`src/rtl/atomic_rmw_pkg.sv`:
```
// Shared types of the atomic read-modify-write unit.
// Assumes: exactly two requesting cores; op codes fixed at three bits.
package atomic_rmw_pkg;

    typedef enum logic [2:0] {
        OP_BSET = 3'd0,
        OP_BCLR = 3'd1,
        OP_DEC  = 3'd2,
        OP_INC  = 3'd3,
        OP_SWAP = 3'd4
    } rmw_op_e;

    typedef enum logic [1:0] {
        ST_IDLE  = 2'd0,
        ST_EXEC  = 2'd1,
        ST_DRAIN = 2'd2
    } lock_state_e;

endpackage

```
`src/rtl/atomic_rr_arb.sv`:
```
// Two-way round-robin arbiter for lock requests.
// Does: picks a winner among the requests; on a tie, picks the core that
// did not win last time. Assumes: 'take' is high only when the lock is free,
// and the winner is consumed in the same cycle.
module atomic_rr_arb (
    input  logic       clk,
    input  logic       rst_n,
    input  logic [1:0] req,
    input  logic       take,
    output logic       win_vld,
    output logic       win_id
);
    logic last_q;

    // Winner selection: alternate on a tie, otherwise the sole requester.
    always_comb begin
        win_vld = |req;
        win_id  = (req == 2'b11) ? ~last_q : ~req[0];
    end

    // Remember the last winner; reset value makes core 0 first.
    always_ff @(posedge clk) begin
        if (!rst_n)
            last_q <= 1'b1;
        else if (take && win_vld)
            last_q <= win_id;
    end

    p_tie_alternates_r3: assert property (@(posedge clk) disable iff (!rst_n)
        (take && req == 2'b11) |=> (last_q != $past(last_q)));

endmodule

```
`src/rtl/atomic_rmw_alu.sv`:
```
// Combinational modify stage of a locked operation.
// Does: computes the value to write back and the carry and sign flags from
// the old word. Assumes: op codes outside the defined set leave the word as is.
module atomic_rmw_alu
    import atomic_rmw_pkg::*;
#(
    parameter int DW = 32,
    parameter int BW = $clog2(DW)
) (
    input  logic [2:0]    op,
    input  logic [BW-1:0] bit_idx,
    input  logic [DW-1:0] old_word,
    input  logic [DW-1:0] swap_val,
    output logic [DW-1:0] new_word,
    output logic          cf,
    output logic          sf
);
    logic [DW-1:0] mask;

    // Build the result and flags for the requested operation.
    always_comb begin
        mask     = {{(DW-1){1'b0}}, 1'b1} << bit_idx;
        new_word = old_word;
        cf       = 1'b0;
        sf       = 1'b0;
        case (op)
            OP_BSET: begin
                cf       = old_word[bit_idx];
                new_word = old_word | mask;
            end
            OP_BCLR: begin
                cf       = old_word[bit_idx];
                new_word = old_word & ~mask;
            end
            OP_DEC: begin
                new_word = old_word - {{(DW-1){1'b0}}, 1'b1};
                sf       = new_word[DW-1];
            end
            OP_INC: begin
                new_word = old_word + {{(DW-1){1'b0}}, 1'b1};
                sf       = new_word[DW-1];
            end
            OP_SWAP: new_word = swap_val;
            default: new_word = old_word;
        endcase
    end

endmodule

```
`src/rtl/atomic_word_mem.sv`:
```
// Word store with one locked port and one plain port.
// Does: the locked port reads combinationally and writes at the edge; the
// plain port reads combinationally and writes at the edge. Assumes: the two
// writers are never active in the same cycle (the controller guarantees it).
module atomic_word_mem #(
    parameter int DW    = 32,
    parameter int DEPTH = 16,
    parameter int AW    = $clog2(DEPTH)
) (
    input  logic          clk,
    input  logic          rst_n,
    input  logic [AW-1:0] lk_addr,
    input  logic          lk_we,
    input  logic [DW-1:0] lk_wdata,
    output logic [DW-1:0] lk_rdata,
    input  logic [AW-1:0] p_addr,
    input  logic          p_we,
    input  logic [DW-1:0] p_wdata,
    output logic [DW-1:0] p_rdata
);
    logic [DW-1:0] mem [DEPTH];

    // Combinational read for both ports.
    always_comb begin
        lk_rdata = mem[lk_addr];
        p_rdata  = mem[p_addr];
    end

    // Clear on reset, then accept whichever single writer is active.
    always_ff @(posedge clk) begin
        if (!rst_n) begin
            for (int i = 0; i < DEPTH; i++) mem[i] <= '0;
        end else if (lk_we) begin
            mem[lk_addr] <= lk_wdata;
        end else if (p_we) begin
            mem[p_addr] <= p_wdata;
        end
    end

    p_single_writer_r5: assert property (@(posedge clk) disable iff (!rst_n)
        !(lk_we && p_we));

endmodule

```
`src/rtl/atomic_lock_ctrl.sv`:
```
// Lock sequencer: idle, execute, drain.
// Does: captures the winning command, performs the write-back in the execute
// cycle, holds the lock until the owner's store buffer is empty, then pulses
// done with the latched old value and flags. Assumes: requesters hold their
// request until they see the grant.
module atomic_lock_ctrl
    import atomic_rmw_pkg::*;
#(
    parameter int DW = 32,
    parameter int AW = 4,
    parameter int BW = 5
) (
    input  logic                clk,
    input  logic                rst_n,
    input  logic                win_vld,
    input  logic                win_id,
    input  logic [1:0][2:0]     lk_op,
    input  logic [1:0][AW-1:0]  lk_addr,
    input  logic [1:0][BW-1:0]  lk_bit,
    input  logic [1:0][DW-1:0]  lk_wdata,
    input  logic [1:0]          sb_empty,
    input  logic [DW-1:0]       mem_rdata,
    input  logic                alu_cf,
    input  logic                alu_sf,
    output logic                idle,
    output logic                locked,
    output logic                draining,
    output logic                owner,
    output logic                mem_we,
    output logic [AW-1:0]       cmd_addr,
    output logic [2:0]          cmd_op,
    output logic [BW-1:0]       cmd_bit,
    output logic [DW-1:0]       cmd_wdata,
    output logic [1:0]          gnt,
    output logic [1:0]          done,
    output logic [DW-1:0]       old_q,
    output logic                cf_q,
    output logic                sf_q
);
    lock_state_e state;

    // Status decode of the sequencer state.
    always_comb begin
        idle     = (state == ST_IDLE);
        locked   = (state != ST_IDLE);
        draining = (state == ST_DRAIN);
        mem_we   = (state == ST_EXEC);
    end

    // Sequencer, command capture and response registers.
    always_ff @(posedge clk) begin
        if (!rst_n) begin
            state     <= ST_IDLE;
            owner     <= 1'b0;
            cmd_addr  <= '0;
            cmd_op    <= '0;
            cmd_bit   <= '0;
            cmd_wdata <= '0;
            gnt       <= '0;
            done      <= '0;
            old_q     <= '0;
            cf_q      <= 1'b0;
            sf_q      <= 1'b0;
        end else begin
            gnt  <= '0;
            done <= '0;
            case (state)
                ST_IDLE: begin
                    if (win_vld) begin
                        owner     <= win_id;
                        cmd_addr  <= lk_addr[win_id];
                        cmd_op    <= lk_op[win_id];
                        cmd_bit   <= lk_bit[win_id];
                        cmd_wdata <= lk_wdata[win_id];
                        gnt       <= win_id ? 2'b10 : 2'b01;
                        state     <= ST_EXEC;
                    end
                end
                ST_EXEC: begin
                    old_q <= mem_rdata;
                    cf_q  <= alu_cf;
                    sf_q  <= alu_sf;
                    state <= ST_DRAIN;
                end
                ST_DRAIN: begin
                    if (sb_empty[owner]) begin
                        done  <= owner ? 2'b10 : 2'b01;
                        state <= ST_IDLE;
                    end
                end
                default: state <= ST_IDLE;
            endcase
        end
    end

    p_gnt_onehot_r3: assert property (@(posedge clk) disable iff (!rst_n)
        $onehot0(gnt));
    p_gnt_in_exec_r4: assert property (@(posedge clk) disable iff (!rst_n)
        (gnt != 2'b00) |-> (state == ST_EXEC));
    p_exec_then_drain_r4: assert property (@(posedge clk) disable iff (!rst_n)
        (state == ST_EXEC) |=> (state == ST_DRAIN));
    p_done_pulse_r4: assert property (@(posedge clk) disable iff (!rst_n)
        (done != 2'b00) |=> (done == 2'b00));
    p_hold_until_empty_r6: assert property (@(posedge clk) disable iff (!rst_n)
        (state == ST_DRAIN && !sb_empty[owner]) |=> (state == ST_DRAIN && done == 2'b00));

endmodule

```
`src/rtl/atomic_rmw_unit.sv`:
```
// Top of the two-core atomic read-modify-write unit.
// Does: arbitrates the lock, runs the locked operation on the word store,
// and gates the plain paths: the non-owner is stalled for the whole lock,
// the owner only in the execute cycle; with no lock, core 0 has the plain
// path when both ask. Assumes: a stalled plain access is held by its core.
module atomic_rmw_unit
    import atomic_rmw_pkg::*;
#(
    parameter int DW    = 32,
    parameter int DEPTH = 16,
    parameter int AW    = $clog2(DEPTH),
    parameter int BW    = $clog2(DW)
) (
    input  logic               clk,
    input  logic               rst_n,
    input  logic [1:0]         lk_req,
    input  logic [1:0][2:0]    lk_op,
    input  logic [1:0][AW-1:0] lk_addr,
    input  logic [1:0][BW-1:0] lk_bit,
    input  logic [1:0][DW-1:0] lk_wdata,
    input  logic [1:0]         sb_empty,
    output logic [1:0]         lk_gnt,
    output logic [1:0]         lk_done,
    output logic [DW-1:0]      lk_old,
    output logic               lk_cf,
    output logic               lk_sf,
    input  logic [1:0]         pl_vld,
    input  logic [1:0]         pl_we,
    input  logic [1:0][AW-1:0] pl_addr,
    input  logic [1:0][DW-1:0] pl_wdata,
    output logic [1:0]         pl_stall,
    output logic [1:0][DW-1:0] pl_rdata
);
    logic          idle, locked, draining, owner, mem_we;
    logic          win_vld, win_id;
    logic [AW-1:0] cmd_addr;
    logic [2:0]    cmd_op;
    logic [BW-1:0] cmd_bit;
    logic [DW-1:0] cmd_wdata;
    logic [DW-1:0] lk_rdata, alu_new, p_rdata;
    logic          alu_cf, alu_sf;
    logic [1:0]    blk, served;
    logic          p_sel, p_we;
    logic          other;

    atomic_rr_arb u_arb (
        .clk     (clk),
        .rst_n   (rst_n),
        .req     (lk_req),
        .take    (idle),
        .win_vld (win_vld),
        .win_id  (win_id)
    );

    atomic_lock_ctrl #(.DW(DW), .AW(AW), .BW(BW)) u_ctrl (
        .clk       (clk),
        .rst_n     (rst_n),
        .win_vld   (win_vld),
        .win_id    (win_id),
        .lk_op     (lk_op),
        .lk_addr   (lk_addr),
        .lk_bit    (lk_bit),
        .lk_wdata  (lk_wdata),
        .sb_empty  (sb_empty),
        .mem_rdata (lk_rdata),
        .alu_cf    (alu_cf),
        .alu_sf    (alu_sf),
        .idle      (idle),
        .locked    (locked),
        .draining  (draining),
        .owner     (owner),
        .mem_we    (mem_we),
        .cmd_addr  (cmd_addr),
        .cmd_op    (cmd_op),
        .cmd_bit   (cmd_bit),
        .cmd_wdata (cmd_wdata),
        .gnt       (lk_gnt),
        .done      (lk_done),
        .old_q     (lk_old),
        .cf_q      (lk_cf),
        .sf_q      (lk_sf)
    );

    atomic_rmw_alu #(.DW(DW), .BW(BW)) u_alu (
        .op       (cmd_op),
        .bit_idx  (cmd_bit),
        .old_word (lk_rdata),
        .swap_val (cmd_wdata),
        .new_word (alu_new),
        .cf       (alu_cf),
        .sf       (alu_sf)
    );

    // Per-core lock blocking: only the owner in its drain phase passes.
    for (genvar i = 0; i < 2; i++) begin : g_blk
        always_comb blk[i] = locked && !(draining && (owner == 1'(i)));
    end

    // Plain-path gating: core 0 before core 1 when both are unblocked.
    always_comb begin
        other       = ~owner;
        served[0]   = pl_vld[0] && !blk[0];
        pl_stall[0] = pl_vld[0] &&  blk[0];
        served[1]   = pl_vld[1] && !(blk[1] || served[0]);
        pl_stall[1] = pl_vld[1] &&  (blk[1] || served[0]);
        p_sel       = !served[0];
        p_we        = (served[0] && pl_we[0]) || (served[1] && pl_we[1]);
    end

    atomic_word_mem #(.DW(DW), .DEPTH(DEPTH), .AW(AW)) u_mem (
        .clk      (clk),
        .rst_n    (rst_n),
        .lk_addr  (cmd_addr),
        .lk_we    (mem_we),
        .lk_wdata (alu_new),
        .lk_rdata (lk_rdata),
        .p_addr   (pl_addr[p_sel]),
        .p_we     (p_we),
        .p_wdata  (pl_wdata[p_sel]),
        .p_rdata  (p_rdata)
    );

    // Per-core read data register, loaded by that core's served read.
    for (genvar i = 0; i < 2; i++) begin : g_rd
        always_ff @(posedge clk) begin
            if (!rst_n)
                pl_rdata[i] <= '0;
            else if (served[i] && !pl_we[i])
                pl_rdata[i] <= p_rdata;
        end
    end

    p_other_stalled_r5: assert property (@(posedge clk) disable iff (!rst_n)
        (locked && pl_vld[other]) |-> pl_stall[other]);
    p_plain_conflict_r2: assert property (@(posedge clk) disable iff (!rst_n)
        (!locked && pl_vld == 2'b11) |-> (pl_stall == 2'b10));
    p_free_single_r1: assert property (@(posedge clk) disable iff (!rst_n)
        (!locked && !(pl_vld == 2'b11)) |-> (pl_stall == 2'b00));

endmodule

```
`config.mk`:
```
export PLATFORM = sky130hd
export DESIGN_NAME = atomic_rmw_unit
export DESIGN_NICKNAME = d
export VERILOG_FILES = /design/src/rtl/atomic_rmw_pkg.sv /design/src/rtl/atomic_rr_arb.sv /design/src/rtl/atomic_rmw_alu.sv /design/src/rtl/atomic_word_mem.sv /design/src/rtl/atomic_lock_ctrl.sv /design/src/rtl/atomic_rmw_unit.sv
export SDC_FILE = /design/constraint.sdc
export NUM_CORES = 2
export LEC_CHECK = 0
export ABC_AREA = 1
export BUFFER_PORTS_ARGS = -buffer_cell sky130_fd_sc_hd__clkbuf_2
export CAP_MARGIN = 20
export CORE_MARGIN = 2
export CORE_UTILIZATION = 45
export CTS_BUF_LIST = sky130_fd_sc_hd__clkbuf_4 sky130_fd_sc_hd__clkbuf_8
export DETAILED_ROUTE_END_ITERATION = 8
export PLACE_DENSITY = 0.59
export SLEW_MARGIN = 10
export SYNTH_ARGS = -nofsm -noshare
export SYNTH_HDL_FRONTEND = slang
export SYNTH_SLANG_ARGS = --single-unit
```
`constraint.sdc`:
```
create_clock -name clk -period 7 [get_ports clk]
set_input_delay 1.05 -clock clk [delete_from_list [all_inputs] [get_ports clk]]
set_output_delay 1.05 -clock clk [all_outputs]
set_load 0.01 [all_outputs]
```
==> flow_summary.toml <==
[drt]
drc = 0
vias_per_cell = 5.89
wl_per_cell_microns = 24.7
drt-total-wl_microns = 155000
drt_iter0_markers = 4304
via_count = 37000
ant_nets = 0
firstDrtPassIters = 7

[sta]
final.period_utilization = 0.706
rsz0062_at_grt = "false"
slew_viol_final = 0
min_period_ns = 4.95
worst_pin_slew_ns = 1.16
max_freq_mhz = 202
setup_viol = 0
finalClockSkew_ns = 0.0565
relSlewSlack = 0.214
hold_viol_final = 0
tns_ns = 0

[logic_synthesis]
synthAdderAreaFrac = 0.000648
synth-seq-cells = 666
synth_most_common_cell = "nand2_1"
synth_top_family_by_area = "simple AND/OR/NAND/NOR gates"
synth-xor-area-share = 0
ys_warn_count = 0
synth_area_leaders = "edfxtp_1, nand2_1, dfxtp_1"
ys_seq_area_frac = 0.478
synth_top_area_frac = 0.398
postSynthCellCount = 4947
syn_nets = 5119
synth-edff-count = 512
synth_area_per_cell_sq_um = 7.81
synth_top_flop_cell = "edfxtp_1"
synthSimpleGateAreaFrac = 0.228
synth_area_sq_mm = 0.0386
ys_types = 54
synth_compound_area_frac = 0.196
async_flop_share = 0
synth.area.mux_share = 0.000259
synth_common_cells = "nand2_1, nor2_1, edfxtp_1"
yosys.area.top_type = "edfxtp_1"

[setup_path]
crit_required_ns = 7.46
critPathArrivalTime_ns = 5.41
crit_top_cell = "nand2_1"
cp_max_fo = 89
ff2ff_setup_slack_ns = 2.05
path_cells = "inv_6, buf_4, nand2_1, nand2_1, nand2_1, nand3_1, nand3_1, nand2_2, nand2_1, nor2_1, nand4_1, nand2_1, nand4_1, nand2_1, nand2_1, o21ai_2, nor2_1"
cp-end-kind = "flop"
r2r.worst_path.cells = 17
worstSetupStartpointType = "flop"
crit_end = "u_mem.mem[13][19]"
worstSetupPathType = "flop to flop"
crit_path_max_incr_delay_ns = 0.79
rr_endpoint = "u_mem.mem[13][19]"
crit_slowest_cell = "o21ai_2"

[floorplan]
start_util = 0.453
die_x_microns = 297
dieHeight_microns = 297
rows = 107
core_area_sq_mm = 0.0851
dieArea_sq_mm = 0.0882
num_io_pins = 274

[cells_and_area]
final_nets = 5201
drive_gt1_frac = 0.143
multiInputGateArea_sq_mm = 0.0165
syn2layout_area_growth_pct = 11.1
regArea_sq_mm = 0.0185
fin_util = 0.504
fillCellCount = 8442

[clock_tree]
tritoncts = "yes"
holdBufCountCts = 0
htreeDepth = 3
root_buffer = "clkbuf_8"
cts_buffer_depth = 3
clk_latency_ns = 0.80
numCtsBuffers = 115
cts-resized-gates = 0
cts_sinks = 666
cts.clk_slew.worst_paths_ns = 0.07
cts_setup_buffers = 0

[pwr]
finalPower_mw = 12.0
power.leakage_nw = 17.3
netSwitchingFraction = 0.376
power_frac_comb = 0.287
clock_power_share = 0.325
switchingPower_mw = 4.50
p_int_mw = 7.47
seqPwrFrac = 0.388
ir_drop_mv = 0.161
power_density_mw_per_mm2 = 279

[global_routing]
track_usage = 0.344
grt_pass1_wl_microns = 228000
grt_max_degree = 170
antenna_found_initial = 5
grt_pass1_vias = 35000
grt-ovfl-total = 0

[place]
port_buffers = 273
place_congestion = 0.995
dp_hpwl_microns = 96800

[job]
cap_viol_max_count = 0

[min_path]
min_path_type = "input port to flop"
hold-path-cell-count = 3

[run_status]
status = "completed"
power by group through the flow:
stage,registers [mW],clock network [mW],logic [mW]
after floorplan,4.68,0,2.15
after global placement,4.72,0,3.32
after detailed placement,4.72,0,3.33
after CTS,4.64,3.92,3.34
after global routing,4.67,4.09,3.67
final,4.65,3.89,3.43
metal layers:
metal  up-vias  track usage  share of wire
met5         -            0              0
met4         0        0.175          0.053
met3       413       0.0736           0.10
met2      2213        0.546           0.45
met1     17300        0.444           0.39
li1      17000            -              -
worst min path at each step:
stage               startpoint                   end  slack (ns)
2_1_floorplan     u_arb.last_q          u_arb.last_q        0.45
3_3_place_gp      u_ctrl.owner        u_ctrl.done[0]        0.48
3_5_place_dp   u_ctrl.old_q[1]       u_ctrl.old_q[1]        0.48
4_1_cts               lk_op[5]      u_ctrl.cmd_op[2]        0.45
5_1_grt           lk_wdata[53]  u_ctrl.cmd_wdata[21]        0.50
6_report              lk_op[5]      u_ctrl.cmd_op[2]        0.50
stage by stage:
step | worst slack, ns | cells | area [sq um] | hold slack, ns
after floorplan | 3.14 | 4947 | 38600 | 0.445
after global placement | 1.87 | 6050 | 40300 | 0.479
after detailed placement | 1.85 | 6056 | 40400 | 0.484
after CTS | 2.20 | 6271 | 42900 | 0.450
after global routing | 1.80 | 6272 | 42900 | 0.501
final | 2.05 | 6275 | 42900 | 0.496
registers in the layout, summed over array words and instances, names as in the netlist, named ones only:
| signal | flops |
|---|---|
| u_mem.mem | 512 |
| pl_rdata | 64 |
| u_ctrl.cmd_wdata | 32 |
| u_ctrl.old_q | 32 |
| u_ctrl.cmd_bit | 5 |
| u_ctrl.cmd_addr | 4 |
| u_ctrl.cmd_op | 3 |
| u_ctrl.done | 2 |
| u_ctrl.gnt | 2 |
| u_ctrl.state | 2 |
| u_arb.last_q | 1 |
| u_ctrl.cf_q | 1 |
| u_ctrl.owner | 1 |
| u_ctrl.sf_q | 1 |
critical path: cells and delay by family, from the launching register on:
kind / cells / cell delay (ns)
and+or+nand+nor: 14 / 1.97
buffers and inverters: 2 / 1.21
AOI/OAI and AO/OA: 1 / 0.79
DFF: 1 / 0.48
cells by family (layout without fill, tap and decap cells):
family                   Yosys count  count (layout)
buffers and inverters            866            1046
AO/OA/AOI/OAI                   1294            1294
multiplexers                       1               1
other                              0               4
AND/OR/NAND/NOR                 2118            2118
adder cells (fa/ha/maj)            2               2
flip-flops                       666             666
final cells by class:
class,instances,share of cell area
Inverter,474,0.0419
Multi-Input combinational cell,3415,0.386
Sequential cell,666,0.430
Clock inverter,38,0.00682
Tap cell,1144,0.0334
Timing Repair Buffer,357,0.0501
Clock buffer,177,0.0517
Antenna cell,4,0.000233
cells in the final DEF (no fill, tap or decap), drive strengths merged, types with 8 or more instances in the layout:
cell type	count
clkinv	43
nand3	334
nor2	824
edfxtp	512
o22ai	13
o221ai	60
o21ai	533
a21oi	416
nor3	8
o2111ai	8
nand2	894
nand4	28
a31oi	51
dfxtp	154
inv	463
o211ai	138
or2	21
buf	85
clkbuf	449
o311ai	55
(Power assumes the default switching activity.)
